<file path="src/rtl/rnm_pkg.sv">
package rnm_pkg;

    localparam int DEF_ARCH_N = 8;
    localparam int DEF_PHYS_N = 16;
    localparam int DEF_SEQ_W  = 8;
    localparam int DEF_SRC_N  = 2;

    typedef enum logic [1:0] {
        WK_IDLE   = 2'd0,
        WK_SQUASH = 2'd1,
        WK_COMMIT = 2'd2
    } walk_e;

    // Entry younger than a squash point must be undone.
    function automatic logic seq_after(input logic [31:0] a, input logic [31:0] b);
        return a > b;
    endfunction

endpackage

</file>
<file path="src/rtl/rnm_map_table.sv">
module rnm_map_table #(
    parameter int ARCH_N = 8,
    parameter int PHYS_N = 16,
    parameter int SRC_N  = 2,
    localparam int AW = $clog2(ARCH_N),
    localparam int PW = $clog2(PHYS_N)
) (
    input  logic                      clk,
    input  logic                      rst,
    input  logic [SRC_N-1:0][AW-1:0]  rd_arch,
    output logic [SRC_N-1:0][PW-1:0]  rd_phys,
    input  logic [AW-1:0]             dst_arch,
    output logic [PW-1:0]             dst_phys,
    input  logic                      wr_en,
    input  logic [AW-1:0]             wr_arch,
    input  logic [PW-1:0]             wr_phys
);
    logic [PW-1:0] map_q [ARCH_N];

    always_ff @(posedge clk) begin
        if (rst) begin
            for (int i = 0; i < ARCH_N; i++) map_q[i] <= PW'(i);
        end else if (wr_en) begin
            map_q[wr_arch] <= wr_phys;
        end
    end

    for (genvar s = 0; s < SRC_N; s++) begin : g_rd
        assign rd_phys[s] = map_q[rd_arch[s]];
    end
    assign dst_phys = map_q[dst_arch];
endmodule

</file>
<file path="src/rtl/rnm_free_fifo.sv">
module rnm_free_fifo #(
    parameter int PHYS_N = 16,
    parameter int FIRST  = 8,
    localparam int PW = $clog2(PHYS_N),
    localparam int CW = $clog2(PHYS_N + 1)
) (
    input  logic          clk,
    input  logic          rst,
    input  logic          pop,
    output logic [PW-1:0] head_data,
    input  logic          push,
    input  logic [PW-1:0] push_data,
    output logic [CW-1:0] count
);
    localparam int INIT_N = PHYS_N - FIRST;

    logic [PW-1:0] mem_q [PHYS_N];
    logic [PW-1:0] rd_q, wr_q;
    logic [CW-1:0] cnt_q;

    always_ff @(posedge clk) begin
        if (rst) begin
            for (int i = 0; i < PHYS_N; i++)
                mem_q[i] <= (i < INIT_N) ? PW'(FIRST + i) : '0;
            rd_q  <= '0;
            wr_q  <= PW'(INIT_N);
            cnt_q <= CW'(INIT_N);
        end else begin
            if (push) begin
                mem_q[wr_q] <= push_data;
                wr_q        <= wr_q + 1'b1;
            end
            if (pop) rd_q <= rd_q + 1'b1;
            case ({push, pop})
                2'b10:   cnt_q <= cnt_q + 1'b1;
                2'b01:   cnt_q <= cnt_q - 1'b1;
                default: cnt_q <= cnt_q;
            endcase
        end
    end

    assign head_data = mem_q[rd_q];
    assign count     = cnt_q;
endmodule

</file>
<file path="src/rtl/rnm_ready_board.sv">
module rnm_ready_board #(
    parameter int PHYS_N = 16,
    parameter int SRC_N  = 2,
    localparam int PW = $clog2(PHYS_N)
) (
    input  logic                     clk,
    input  logic                     rst,
    input  logic                     set_en,
    input  logic [PW-1:0]            set_idx,
    input  logic                     clr_en,
    input  logic [PW-1:0]            clr_idx,
    input  logic [SRC_N-1:0][PW-1:0] rd_idx,
    output logic [SRC_N-1:0]         rd_ready
);
    logic [PHYS_N-1:0] rdy_q;

    always_ff @(posedge clk) begin
        if (rst) begin
            rdy_q <= '1;
        end else begin
            if (set_en) rdy_q[set_idx] <= 1'b1;
            if (clr_en) rdy_q[clr_idx] <= 1'b0;
        end
    end

    for (genvar s = 0; s < SRC_N; s++) begin : g_rd
        assign rd_ready[s] = rdy_q[rd_idx[s]];
    end
endmodule

</file>
<file path="src/rtl/rnm_hist_ring.sv">
module rnm_hist_ring #(
    parameter int DEPTH = 8,
    parameter int SEQ_W = 8,
    parameter int AW    = 3,
    parameter int PW    = 4,
    localparam int IW = (DEPTH > 1) ? $clog2(DEPTH) : 1,
    localparam int CW = $clog2(DEPTH + 1)
) (
    input  logic             clk,
    input  logic             rst,
    input  logic             push,
    input  logic [SEQ_W-1:0] push_seq,
    input  logic [AW-1:0]    push_arch,
    input  logic [PW-1:0]    push_new,
    input  logic [PW-1:0]    push_prev,
    input  logic             pop_young,
    input  logic             pop_old,
    output logic [SEQ_W-1:0] yng_seq,
    output logic [AW-1:0]    yng_arch,
    output logic [PW-1:0]    yng_new,
    output logic [PW-1:0]    yng_prev,
    output logic [SEQ_W-1:0] old_seq,
    output logic [PW-1:0]    old_prev,
    output logic             empty,
    output logic [CW-1:0]    count
);
    typedef struct packed {
        logic [SEQ_W-1:0] seq;
        logic [AW-1:0]    arch;
        logic [PW-1:0]    newp;
        logic [PW-1:0]    prevp;
    } hent_t;

    hent_t         ring_q [DEPTH];
    logic [IW-1:0] old_q, nxt_q;
    logic [CW-1:0] cnt_q;
    logic [IW-1:0] yng_idx;
    hent_t         yng_e, old_e;

    function automatic logic [IW-1:0] bump(input logic [IW-1:0] p, input logic up);
        if (up) return (p == IW'(DEPTH - 1)) ? '0 : p + 1'b1;
        else    return (p == '0) ? IW'(DEPTH - 1) : p - 1'b1;
    endfunction

    assign yng_idx = bump(nxt_q, 1'b0);
    assign yng_e   = ring_q[yng_idx];
    assign old_e   = ring_q[old_q];

    always_ff @(posedge clk) begin
        if (rst) begin
            for (int i = 0; i < DEPTH; i++) ring_q[i] <= '0;
            old_q <= '0;
            nxt_q <= '0;
            cnt_q <= '0;
        end else begin
            if (push) begin
                ring_q[nxt_q] <= '{seq: push_seq, arch: push_arch,
                                   newp: push_new, prevp: push_prev};
                nxt_q <= bump(nxt_q, 1'b1);
                cnt_q <= cnt_q + 1'b1;
            end else if (pop_young) begin
                nxt_q <= yng_idx;
                cnt_q <= cnt_q - 1'b1;
            end else if (pop_old) begin
                old_q <= bump(old_q, 1'b1);
                cnt_q <= cnt_q - 1'b1;
            end
        end
    end

    assign yng_seq  = yng_e.seq;
    assign yng_arch = yng_e.arch;
    assign yng_new  = yng_e.newp;
    assign yng_prev = yng_e.prevp;
    assign old_seq  = old_e.seq;
    assign old_prev = old_e.prevp;
    assign empty    = (cnt_q == '0);
    assign count    = cnt_q;
endmodule

</file>
<file path="src/rtl/rnm_rename_map.sv">
module rnm_rename_map #(
    parameter int ARCH_N = rnm_pkg::DEF_ARCH_N,
    parameter int PHYS_N = rnm_pkg::DEF_PHYS_N,
    parameter int SEQ_W  = rnm_pkg::DEF_SEQ_W,
    parameter int SRC_N  = rnm_pkg::DEF_SRC_N,
    localparam int AW = $clog2(ARCH_N),
    localparam int PW = $clog2(PHYS_N)
) (
    input  logic                     clk,
    input  logic                     rst,
    input  logic                     ren_valid,
    input  logic [SRC_N-1:0][AW-1:0] ren_src_arch,
    input  logic                     ren_dst_valid,
    input  logic [AW-1:0]            ren_dst_arch,
    input  logic [SEQ_W-1:0]         ren_seq,
    output logic                     ren_accept,
    output logic [SRC_N-1:0][PW-1:0] ren_src_phys,
    output logic [SRC_N-1:0]         ren_src_ready,
    output logic [PW-1:0]            ren_dst_phys,
    output logic [PW-1:0]            ren_prev_phys,
    input  logic                     cmt_valid,
    input  logic [SEQ_W-1:0]         cmt_seq,
    input  logic                     sq_valid,
    input  logic [SEQ_W-1:0]         sq_seq,
    input  logic                     wb_valid,
    input  logic [PW-1:0]            wb_phys,
    output logic                     busy
);
    import rnm_pkg::*;

    localparam int HD  = PHYS_N - ARCH_N;
    localparam int CW  = $clog2(PHYS_N + 1);
    localparam int HCW = $clog2(HD + 1);

    walk_e            st_q;
    logic [SEQ_W-1:0] tgt_q;

    logic [PW-1:0]    fl_head;
    logic [CW-1:0]    free_cnt;
    logic [HCW-1:0]   hist_cnt;
    logic             h_empty;
    logic [SEQ_W-1:0] y_seq, o_seq;
    logic [AW-1:0]    y_arch;
    logic [PW-1:0]    y_new, y_prev, o_prev;

    logic alloc, sq_step, cm_step;
    logic map_we;
    logic [AW-1:0] map_wa;
    logic [PW-1:0] map_wd;
    logic fl_push;
    logic [PW-1:0] fl_pd;

    // Acceptance and walk steps
    assign ren_accept = ren_valid && (st_q == WK_IDLE) && !sq_valid && !cmt_valid
                        && (free_cnt >= CW'(ren_dst_valid));
    assign alloc   = ren_accept && ren_dst_valid;
    assign sq_step = (st_q == WK_SQUASH) && !sq_valid && !h_empty
                     && seq_after(32'(y_seq), 32'(tgt_q));
    assign cm_step = (st_q == WK_COMMIT) && !sq_valid && !h_empty
                     && !seq_after(32'(o_seq), 32'(tgt_q));
    assign busy    = (st_q != WK_IDLE);

    always_ff @(posedge clk) begin
        if (rst) begin
            st_q  <= WK_IDLE;
            tgt_q <= '0;
        end else if (sq_valid) begin
            st_q  <= WK_SQUASH;
            tgt_q <= sq_seq;
        end else begin
            unique case (st_q)
                WK_IDLE: if (cmt_valid) begin
                    st_q  <= WK_COMMIT;
                    tgt_q <= cmt_seq;
                end
                WK_SQUASH: if (!sq_step) st_q <= WK_IDLE;
                WK_COMMIT: if (!cm_step) st_q <= WK_IDLE;
                default:   st_q <= WK_IDLE;
            endcase
        end
    end

    // Map write: either a new mapping or a restore, never both
    always_comb begin
        map_we = alloc || sq_step;
        map_wa = sq_step ? y_arch : ren_dst_arch;
        map_wd = sq_step ? y_prev : fl_head;
        fl_push = sq_step || cm_step;
        fl_pd   = sq_step ? y_new : o_prev;
    end

    rnm_map_table #(.ARCH_N(ARCH_N), .PHYS_N(PHYS_N), .SRC_N(SRC_N)) u_map (
        .clk      (clk),
        .rst      (rst),
        .rd_arch  (ren_src_arch),
        .rd_phys  (ren_src_phys),
        .dst_arch (ren_dst_arch),
        .dst_phys (ren_prev_phys),
        .wr_en    (map_we),
        .wr_arch  (map_wa),
        .wr_phys  (map_wd)
    );

    rnm_free_fifo #(.PHYS_N(PHYS_N), .FIRST(ARCH_N)) u_free (
        .clk       (clk),
        .rst       (rst),
        .pop       (alloc),
        .head_data (fl_head),
        .push      (fl_push),
        .push_data (fl_pd),
        .count     (free_cnt)
    );

    rnm_ready_board #(.PHYS_N(PHYS_N), .SRC_N(SRC_N)) u_rdy (
        .clk      (clk),
        .rst      (rst),
        .set_en   (wb_valid),
        .set_idx  (wb_phys),
        .clr_en   (alloc),
        .clr_idx  (fl_head),
        .rd_idx   (ren_src_phys),
        .rd_ready (ren_src_ready)
    );

    rnm_hist_ring #(.DEPTH(HD), .SEQ_W(SEQ_W), .AW(AW), .PW(PW)) u_hist (
        .clk       (clk),
        .rst       (rst),
        .push      (alloc),
        .push_seq  (ren_seq),
        .push_arch (ren_dst_arch),
        .push_new  (fl_head),
        .push_prev (ren_prev_phys),
        .pop_young (sq_step),
        .pop_old   (cm_step),
        .yng_seq   (y_seq),
        .yng_arch  (y_arch),
        .yng_new   (y_new),
        .yng_prev  (y_prev),
        .old_seq   (o_seq),
        .old_prev  (o_prev),
        .empty     (h_empty),
        .count     (hist_cnt)
    );

    assign ren_dst_phys = fl_head;
endmodule

</file>
<file path="config.mk">
export PLATFORM = sky130hd
export DESIGN_NAME = rnm_rename_map
export DESIGN_NICKNAME = d
export VERILOG_FILES = /design/src/rtl/rnm_pkg.sv /design/src/rtl/rnm_map_table.sv /design/src/rtl/rnm_free_fifo.sv /design/src/rtl/rnm_ready_board.sv /design/src/rtl/rnm_hist_ring.sv /design/src/rtl/rnm_rename_map.sv
export SDC_FILE = /design/constraint.sdc
export NUM_CORES = 1
export LEC_CHECK = 0
export BUFFER_PORTS_ARGS = -buffer_cell sky130_fd_sc_hd__buf_2
export CAP_MARGIN = 20
export CELL_PAD_IN_SITES_DETAIL_PLACEMENT = 1
export CELL_PAD_IN_SITES_GLOBAL_PLACEMENT = 1
export CORE_MARGIN = 4
export CORE_UTILIZATION = 32
export CTS_CLUSTER_DIAMETER = 80
export DETAILED_ROUTE_END_ITERATION = 10
export PLACE_DENSITY = 0.64
export SLEW_MARGIN = 20
export SYNTH_ARGS = -nofsm -noshare
export SYNTH_HDL_FRONTEND = slang
export SYNTH_SLANG_ARGS = --single-unit
</file>
<file path="constraint.sdc">
create_clock -name clk -period 12.7 [get_ports clk]
set_clock_uncertainty 0.05 [all_clocks]
set_input_delay 3.175 -clock clk [delete_from_list [all_inputs] [get_ports clk]]
set_output_delay 3.175 -clock clk [all_outputs]
set_load 0.1 [all_outputs]
</file>
==> run_results.csv, run 1 <==
group,metric,value,unit
worst_setup_path,end_kind,"primary output",
synthesis,synth_seq_area_share,0.543,
routing,drc,0,
timing,fin_crit,8540,ps
run_status,status,"complete, no violations",
pwr,vdd_drop_max,0.0000829,V
routing,via_per_inst,5.42,
clock_network,clkSlewWorstSetupHoldPaths,50,ps
global_route,antenna_found_initial,1,
clock_network,post_cts_buffers,0,
floorplanning,num_rows,81,
place,pre_cts_ws,4120,ps
place,dp_cells,1889,
synthesis,syn_area,0.0158,mm²
pwr,switching_share,0.252,
clock_network,clockBufferDepth,3,
pwr,clkPwrFrac,0.416,
synthesis,ys_async_sr_fraction,0,
worst_setup_path,critPathLaunchType,"input pin",
synthesis,postSynthAreaPerCell,12.9,µm²
layout,areaGrowthSynthToFinish,13.6,%
synthesis,synth_nets,1299,
synthesis,yosys-top-cells-count,"edfxtp_1, nor2_1, mux4_2",
synthesis,yosysUniqueCellTypes,60,
worst_setup_path,r2r-start,"u_hist.nxt_q[1]$_SDFFE_PP0P_",
routing,first_iter_violations,792,
pwr,seqPwrFrac,0.480,
pwr,switchingPower,0.000589,W
routing,first_pass_iters,4,
synthesis,synth-main-ff-cell,"edfxtp_1",
place,io_buffer_count,63,
timing,relSlewSlack,0.259,
synthesis,synth_area_leaders,"edfxtp_1, mux4_2, dfxtp_1",
layout,layout-drive-gt1-share,0.231,
timing,rsz0062_at_grt,"no",
min_path,worstHoldPathType,"reg -> reg",
layout,stdcell_area,0.0179,mm²
worst_setup_path,crit_arrival,5310,ps
layout,stdcell_count,1958,
flow_run,max_cap_viol_count,0,
global_route,grt_remaining_overflow,0,
pwr,power_density,130,mW/mm²
pwr,finalPower,0.00233,W
worst_setup_path,r2r_slack,5710,ps
floorplanning,coreArea,0.0488,mm²
worst_setup_path,regToRegEndpoint,"u_free.count[4]$_SDFFE_PP0P_",
layout,fill_cells,5200,
timing,slew_viol_final,0,
synthesis,synth_most_common_cell,"edfxtp_1",
clock_network,clock_latency,530,ps
routing,routedWlPerCell,23.0,µm
floorplanning,die-area,0.0529,mm²
timing,finalCritPeriodShare,0.672,
pwr,p_int,0.00174,W
place,hpwl,31.0,mm
floorplanning,initial_utilization,0.323,
clock_network,cts_hold_buf,0,
synthesis,yosys_register_bits,304,
routing,via_count,10600,
layout,layout.nets,1342,
pwr,combPwrFrac,0.104,
worst_setup_path,crit_end,"ren_prev_phys[0]",
clock_network,htree_levels,2,
timing,setup_ws,4160,ps
worst_setup_path,cp_max_fo,10,
timing,setup_tns,0,ps
place,routabilityCongestion,0.842,
global_route,grt_pass1_vias,11600,
synthesis,synth_top_area_frac,0.472,
floorplanning,die_h,230,µm
worst_setup_path,startpoint,"ren_dst_arch[0]",
clock_network,cts_resized,0,
floorplanning,die_w,230,µm
global_route,globalRouteTotalUtil,0.169,
place,place_area,0.0168,mm²
worst_setup_path,reg2regPathDepth,22,
worst_setup_path,required,9470,ps
clock_network,root_buffer,"clkbuf_16",
clock_network,cts_sinks,304,
global_route,grt_first_pass_wirelength,69.9,mm
floorplanning,ios,64,
worst_setup_path,crit_type,"in -> out",
timing,finalSetupViolCount,0,
timing,worst_pin_slew,1080,ps
timing,hold_violations,0,
timing,clock.fmax,117,MHz
synthesis,syn_inst,1221,
pwr,p_leak,6.28,nW
global_route,grt_max_degree,69,
clock_network,cts_inserted_buffers,36,
routing,wl,45.1,mm
synthesis,synth_largest_area_cell,"edfxtp_1",
synthesis,synth_edf_count,248,
synthesis,yosys_warnings,0,
routing,drtAntennaViolNets,0,
clock_network,cts_tree,"built",
[kinds of logic after synthesis]
group,synth area share
xor gates and xnor gates,0.00666
muxes,0.200
adders and majority gates,0.0274
DFF,0.543
buffers and inverters,0.0318
and+or+nand+nor,0.138
AOI/OAI and AO/OA,0.0537
[power by group through the flow]
stage          Clock, W  Combinational, W  Sequential (W)
2_1_floorplan         0          0.000174         0.00113
3_3_place_gp          0          0.000237         0.00114
3_5_place_dp          0          0.000243         0.00114
4_1_cts        0.000991          0.000244         0.00112
5_1_grt         0.00103          0.000262         0.00112
6_report       0.000970          0.000243         0.00112
[critical path: stages]
cell,delay (ps)
buf_2,290
mux4_2,540
mux2i_1,850
inv_1,110
buf_2,330
[worst min path at each step]
| stage | startpoint | endpoint | slack [ps] | depth (start not counted) |
|---|---|---|---|---|
| final | tgt_q[2]$_SDFFE_PP0P_ | tgt_q[2]$_SDFFE_PP0P_ | 480 | 2 |
| after global routing | u_free.rd_q[1]$_SDFFE_PP0P_ | flop | 490 | 2 |
| after CTS | u_free.rd_q[1]$_SDFFE_PP0P_ | flop | 480 | 2 |
| after detailed placement | u_free.wr_q[1]$_SDFFE_PP0P_ | u_free.wr_q[1]$_SDFFE_PP0P_ | 460 | 2 |
| after global placement | u_free.rd_q[1]$_SDFFE_PP0P_ | u_free.rd_q[1]$_SDFFE_PP0P_ | 440 | 2 |
| after floorplan | u_free.rd_q[1]$_SDFFE_PP0P_ | flop | 420 | 2 |
[final cells by class]
| cell class | count | area [µm²] | area share |
|---|---|---|---|
| flip-flops and latches | 304 | 8570 | 0.478 |
| multi-input cells | 790 | 6750 | 0.376 |
| clock buffers | 46 | 970 | 0.0541 |
| well taps | 664 | 831 | 0.0463 |
| repair buffers | 92 | 533 | 0.0297 |
| inverters | 40 | 150 | 0.00837 |
| clock inverters | 20 | 131 | 0.00732 |
| diodes | 2 | 5.00 | 0.000279 |
[metal layers]
layer | vias up | routed length (µm) | part of all wire | GRT usage
li1 | 4772 | - | - | -
met1 | 5545 | 18600 | 0.41 | 0.207
met2 | 230 | 23800 | 0.53 | 0.312
met3 | 64 | 1660 | 0.037 | 0.0216
met4 | 0 | 986 | 0.022 | 0.0469
met5 | - | 0 | 0 | 0
[registers in the layout, summed over array words and instances, names as in the netlist, named ones only]
name and flops:
u_hist.ring_q 152, u_hist.nxt_q 3, u_free.count 5, u_hist.count 4, st_q 2, u_free.rd_q 4, u_free.mem_q 64, u_hist.old_q 3
tgt_q 8, u_free.wr_q 4, u_rdy.rdy_q 16, u_map.map_q 32
[metrics by stage]
| step | hold slack, ps | util |
|---|---|---|
| after floorplan | 418 | - |
| after CTS | 480 | 0.367 |
| final | 478 | 0.367 |
| after global routing | 493 | 0.367 |
| after global placement | 437 | 0.344 |
| after detailed placement | 464 | 0.344 |
[layout by cell type, fill, tap and decap left out, types with 4 or more instances in the layout]
master,count
mux4_2,100
o21ai_1,4
nand4_1,16
o211ai_1,4
or3_1,4
or2_2,7
nand3_1,31
nor3_1,57
inv_1,37
clkbuf_16,37
buf_4,28
ha_1,32
nand2b_1,9
mux2i_1,60
and3_1,61
a211oi_1,31
clkinv_1,8
nor2_1,108
and2_1,24
nor4b_1,4
mux2_2,27
buf_2,63
o21ai_0,33
xnor2_1,4
a21oi_1,37
a21o_1,4
xor2_1,8
a311oi_1,4
dfxtp_1,54
nor2b_1,20
clkinv_2,10
clkbuf_1,8
nor4_1,4
nand2_1,57
edfxtp_1,248
(Power assumes the default switching activity.)
==> run 2: changes to the inputs <==
clock period = 8.1 ns   (was 12.7 ns; I/O delays follow)
==> run 2 against run 1 <==
Effect of this change:
- core utilization about the same
- die area did not move
- combinational power grew 56%
- register-to-register slack got worse by 4300 ps
- largest power group unchanged
- highest routed layer unchanged
==> run_results.csv, run 2 (same netlist as run 1, synthesis figures left out) <==
group,metric,value,unit
clock_network,cts_tree,"built",
global_route,grt_first_pass_wirelength,69.4,mm
routing,via_per_inst,5.33,
floorplanning,num_rows,81,
layout,areaGrowthSynthToFinish,13.8,%
layout,final_common_cell,"edfxtp_1",
clock_network,cts_resized,0,
timing,relSlewSlack,0.265,
worst_setup_path,r2r_slack,1450,ps
timing,finalSetupViolCount,0,
worst_setup_path,crit_path_frequent_cell,"ha_1",
pwr,seqPwrFrac,0.479,
global_route,grt_pass1_vias,11300,
timing,worst_pin_slew,1070,ps
worst_setup_path,cp_slowest_cell,"nor4b_2",
place,hpwl,30.8,mm
place,routabilityCongestion,0.797,
clock_network,clkSlewWorstSetupHoldPaths,60,ps
floorplanning,die_h,230,µm
clock_network,clock_latency,530,ps
place,io_buffer_count,63,
timing,clock.fmax,150,MHz
routing,first_pass_iters,5,
layout,layout.nets,1344,
clock_network,cts_sinks,304,
timing,fin_crit,6650,ps
global_route,globalRouteTotalUtil,0.167,
floorplanning,die_w,230,µm
clock_network,clockBufferDepth,3,
routing,drtAntennaViolNets,0,
routing,first_iter_violations,830,
timing,rsz0062_at_grt,"no",
worst_setup_path,crit_arrival,6990,ps
worst_setup_path,required,8440,ps
layout,regMostFlops,"u_hist.ring_q",
routing,via_count,10400,
flow_run,max_cap_viol_count,0,
timing,finalCritPeriodShare,0.821,
layout,reg_top3,"u_hist.ring_q x152, u_free.mem_q x64, u_map.map_q x32",
min_path,worstHoldPathType,"reg -> reg",
floorplanning,ios,64,
clock_network,root_buffer,"clkbuf_16",
pwr,clkPwrFrac,0.418,
floorplanning,initial_utilization,0.323,
worst_setup_path,end_kind,"flop",
worst_setup_path,max_stage_delay,900,ps
clock_network,htree_levels,2,
pwr,p_int,0.00276,W
floorplanning,die-area,0.0529,mm²
pwr,switchingPower,0.000902,W
layout,final_cell_mix,"edfxtp_1, nor2_1, mux4_2, buf_2, and3_1",
timing,setup_tns,0,ps
worst_setup_path,cp_cell_sequence,"inv_1 -> ha_2 -> ha_1 -> nor2b_4 -> mux4_2 -> mux2_2 -> ha_1 -> a21o_1 -> a21oi_1 -> nor4b_2 -> o22ai_2 -> clkinv_1 -> ha_1 -> xor2_1 -> ha_1 -> o21a_1 -> o21ai_0 -> nand2b_1 -> a211oi_1 -> xnor2_1 -> nor2_1",
global_route,grt_max_degree,42,
run_status,status,"complete, no violations",
pwr,switching_share,0.246,
pwr,vdd_drop_max,0.000105,V
timing,slew_viol_final,0,
worst_setup_path,cp_max_fo,19,
layout,largest_reg_flops,152,
layout,layout-drive-gt1-share,0.230,
routing,routedWlPerCell,22.8,µm
global_route,antenna_found_initial,0,
worst_setup_path,critPathLaunchType,"flop",
routing,wl,44.5,mm
global_route,grt_remaining_overflow,0,
routing,drc,0,
clock_network,cts_inserted_buffers,35,
pwr,combPwrFrac,0.103,
pwr,p_leak,6.29,nW
timing,hold_violations,0,
clock_network,cts_hold_buf,0,
pwr,power_density,204,mW/mm²
floorplanning,coreArea,0.0488,mm²
timing,timing.hold.ws,463,ps
layout,diodes,0,
clock_network,post_cts_buffers,0,
worst_setup_path,crit_type,"reg -> reg",
run 2: cell count changes in the layout (fill, tap and decap cells not counted), moves of 2 or more:
| cell | delta |
|---|---|
| clkinv_2 | -6 |
| clkbuf_1 | +5 |
| buf_4 | +4 |
| clkbuf_8 | +4 |
| clkinv_1 | -4 |
| clkinvlp_4 | -2 |
| diode_2 | -2 |
| inv_6 | -2 |
run 2: power groups by stage:
stage / clock (W) / sequential [W] / combinational, W
floorplan: 0 / 0.00178 / 0.000272
global placement: 0 / 0.00179 / 0.000373
detailed placement: 0 / 0.00179 / 0.000379
CTS: 0.00156 / 0.00176 / 0.000381
global route: 0.00163 / 0.00176 / 0.000407
finish: 0.00153 / 0.00176 / 0.000378
run 2: stage by stage:
step | cell area [µm²] | util | cells | power, W | setup WS [ps]
after floorplan | 15800 | - | 1221 | 0.00205 | 1340
after global placement | 16900 | 0.345 | 1893 | 0.00216 | 1730
after detailed placement | 16900 | 0.345 | 1893 | 0.00217 | 1460
after CTS | 18000 | 0.368 | 1954 | 0.00370 | 1400
after global routing | 18000 | 0.368 | 1954 | 0.00380 | 953
final | 18000 | 0.368 | 1954 | 0.00367 | 1450
run 2: layer usage:
metal | routed length (µm) | global-route usage | vias to the layer above
li1 | - | - | 4765
met4 | 842 | 0.0374 | 0
met5 | 0 | 0 | -
met1 | 19200 | 0.215 | 5419
met2 | 22900 | 0.300 | 190
met3 | 1530 | 0.0240 | 50
run 2: layout make-up:
cell class / instances / area, µm²
clock buffer: 55 / 1040
clock inverter: 6 / 53.8
fill: 5198 / 30900
inverter: 40 / 150
multi-input combinational: 790 / 6750
sequential: 304 / 8570
tap: 664 / 831
timing repair buffer: 95 / 556
run 2: path summary, 6_finish.rpt:
kind | from | end | cells past startpoint
worst min register to register | u_free.rd_q[1]$_SDFFE_PP0P_ | flop | 2
worst max register to register | u_hist.nxt_q[0]$_SDFFE_PP0P_ | u_free.count[4]$_SDFFE_PP0P_ | 21
worst max-delay path | u_hist.nxt_q[0]$_SDFFE_PP0P_ | u_free.count[4]$_SDFFE_PP0P_ | 21
worst min-delay path | u_free.rd_q[1]$_SDFFE_PP0P_ | flop | 2
run 2: worst max-delay path, delay by kind of cell, from the launching register on:
kind | cells | cell delay [ps]
mux | 2 | 870
compound gates | 6 | 1400
xor+xnor | 2 | 310
simple gates | 4 | 1680
buf+inv | 2 | 370
flops | 1 | 470
fa+ha+maj | 5 | 1370
==> run 3: changes to the inputs <==
clock period = 6.8 ns   (was 8.1 ns; I/O delays follow)
==> run 3 against run 2 <==
Effect of this change:
- total power grew 19%
- hold slack gained 4.2 ps
- cell count grew 0.46%
- register-to-register slack lost 850 ps
- critical endpoint unchanged
==> run_results.csv, run 3 (same netlist as run 1, synthesis figures left out) <==
group,metric,value,unit
timing,slew_viol_final,0,
clock_network,clockBufferDepth,3,
global_route,antenna_found_initial,2,
timing,hold_violations,0,
global_route,use_met3,0.0268,
worst_setup_path,end_kind,"flop",
routing,via_per_inst,5.34,
timing,setup_tns,0,ps
routing,via_count,10500,
run_status,status,"complete, no violations",
pwr,power_density,242,mW/mm²
clock_network,root_buffer,"clkbuf_16",
clock_network,cts_inserted_buffers,35,
global_route,use_met2,0.288,
layout,diodes,0,
pwr,vdd_drop_max,0.000119,V
pwr,finalPower,0.00436,W
pwr,p_leak,6.33,nW
global_route,grt_remaining_overflow,0,
routing,wl,44.1,mm
global_route,grt_first_pass_wirelength,68.6,mm
routing,drtAntennaViolNets,0,
timing,relSlewSlack,0.251,
timing,finalCritPeriodShare,0.912,
floorplanning,die_w,230,µm
worst_setup_path,crit_arrival,6520,ps
worst_setup_path,cp_max_fo,17,
layout,regMostFlops,"u_hist.ring_q",
clock_network,clkSlewWorstSetupHoldPaths,60,ps
clock_network,post_cts_buffers,0,
floorplanning,initial_utilization,0.323,
layout,layout-drive-gt1-share,0.236,
flow_run,max_cap_viol_count,0,
floorplanning,coreArea,0.0488,mm²
routing,first_iter_violations,928,
routing,routedWlPerCell,22.5,µm
timing,worst_pin_slew,1120,ps
global_route,globalRouteTotalUtil,0.165,
clock_network,cts_tree,"built",
min_path,worstHoldPathType,"reg -> reg",
layout,final_common_cell,"edfxtp_1",
clock_network,cts_resized,0,
layout,largest_reg_flops,152,
global_route,grt_pass1_vias,11200,
floorplanning,die-area,0.0529,mm²
place,hpwl,31.2,mm
routing,drc,0,
timing,finalSetupViolCount,0,
layout,areaGrowthSynthToFinish,14.2,%
floorplanning,die_h,230,µm
worst_setup_path,critPathLaunchType,"flop",
timing,fin_crit,6200,ps
layout,final_cell_mix,"edfxtp_1, nor2_1, mux4_2, buf_2, and3_1",
clock_network,clock_latency,520,ps
place,routabilityCongestion,0.787,
clock_network,cts_sinks,304,
global_route,grt_max_degree,70,
place,io_buffer_count,63,
layout,layout.nets,1355,
global_route,grtUsageMet1,0.216,
timing,clock.fmax,161,MHz
worst_setup_path,crit_type,"reg -> reg",
clock_network,cts_hold_buf,0,
layout,reg_top3,"u_hist.ring_q x152, u_free.mem_q x64, u_map.map_q x32",
clock_network,htree_levels,2,
global_route,grt-busiest-layer,"met2",
worst_setup_path,required,7120,ps
layout,final_util,0.369,
timing,rsz0062_at_grt,"no",
floorplanning,ios,64,
floorplanning,num_rows,81,
routing,first_pass_iters,7,
## run 3: changes by cell type in the layout (fill, tap and decap cells not counted), moves of 2 or more
| cell | change |
|---|---|
| clkinvlp_4 | +3 |
| nor2_1 | +2 |
| clkbuf_1 | -10 |
| clkbuf_8 | -5 |
| clkinv_2 | +2 |
| nor2_2 | -2 |
| buf_4 | +11 |
| clkinv_1 | +6 |
## run 3: metal layers
layer | wire length (µm) | share of wire
met5 | 13 | 0.00029
met4 | 904 | 0.020
met1 | 19200 | 0.44
met3 | 1760 | 0.040
met2 | 22200 | 0.50
## run 3: worst paths after layout
| path | endpoint | start | slack [ps] | cells past startpoint |
|---|---|---|---|---|
| worst min register to register | u_free.count[4]$_SDFFE_PP0P_ | u_free.count[4]$_SDFFE_PP0P_ | 470 | 2 |
| worst max-delay path | u_free.count[4]$_SDFFE_PP0P_ | u_hist.nxt_q[0]$_SDFFE_PP0P_ | 600 | 21 |
| worst max register to register | u_free.count[4]$_SDFFE_PP0P_ | u_hist.nxt_q[0]$_SDFFE_PP0P_ | 600 | 21 |
| worst min-delay path | u_free.count[4]$_SDFFE_PP0P_ | u_free.count[4]$_SDFFE_PP0P_ | 470 | 2 |
## run 3: area by class of cell
cell class / instances / area [µm²]
clock buffer: 40 / 937
inverter: 40 / 150
multi-input combinational: 790 / 6750
tap: 664 / 831
clock inverter: 19 / 148
sequential: 304 / 8570
timing repair buffer: 106 / 638
fill: 5201 / 30800
## run 3: worst max-delay path: stages (launching register included)
cell	delay, ps
dfxtp_1	460
inv_1	150
ha_2	210
ha_1	230
nor2b_4	580
mux4_2	580
mux2_2	280
ha_1	320
a21o_1	120
a21oi_1	120
a2111o_1	560
o22ai_2	380
clkinv_1	300
ha_1	380
xor2_1	180
ha_1	230
o21a_1	170
o21ai_0	170
nand2b_1	80
a211oi_1	270
xnor2_1	150
nor2_1	50
## run 3: metrics by stage
step | setup slack [ps] | instance area (µm²) | hold slack (ps) | instances
detailed placement | 573 | 16900 | 464 | 1904
CTS | 542 | 18000 | 473 | 1963
floorplan | 693 | 15800 | 418 | 1221
finish | 602 | 18000 | 468 | 1963
global route | 67.0 | 18000 | 491 | 1963
global placement | 793 | 16900 | 438 | 1904
## run 3: where the power goes
| part | total (W) | switching (W) | internal (W) |
|---|---|---|---|
| sequential | 0.00209 | 0.0000301 | 0.00206 |
| clock | 0.00181 | 0.000748 | 0.00106 |
| combinational | 0.000459 | 0.000311 | 0.000148 |
| total | 0.00436 | 0.00109 | 0.00327 |
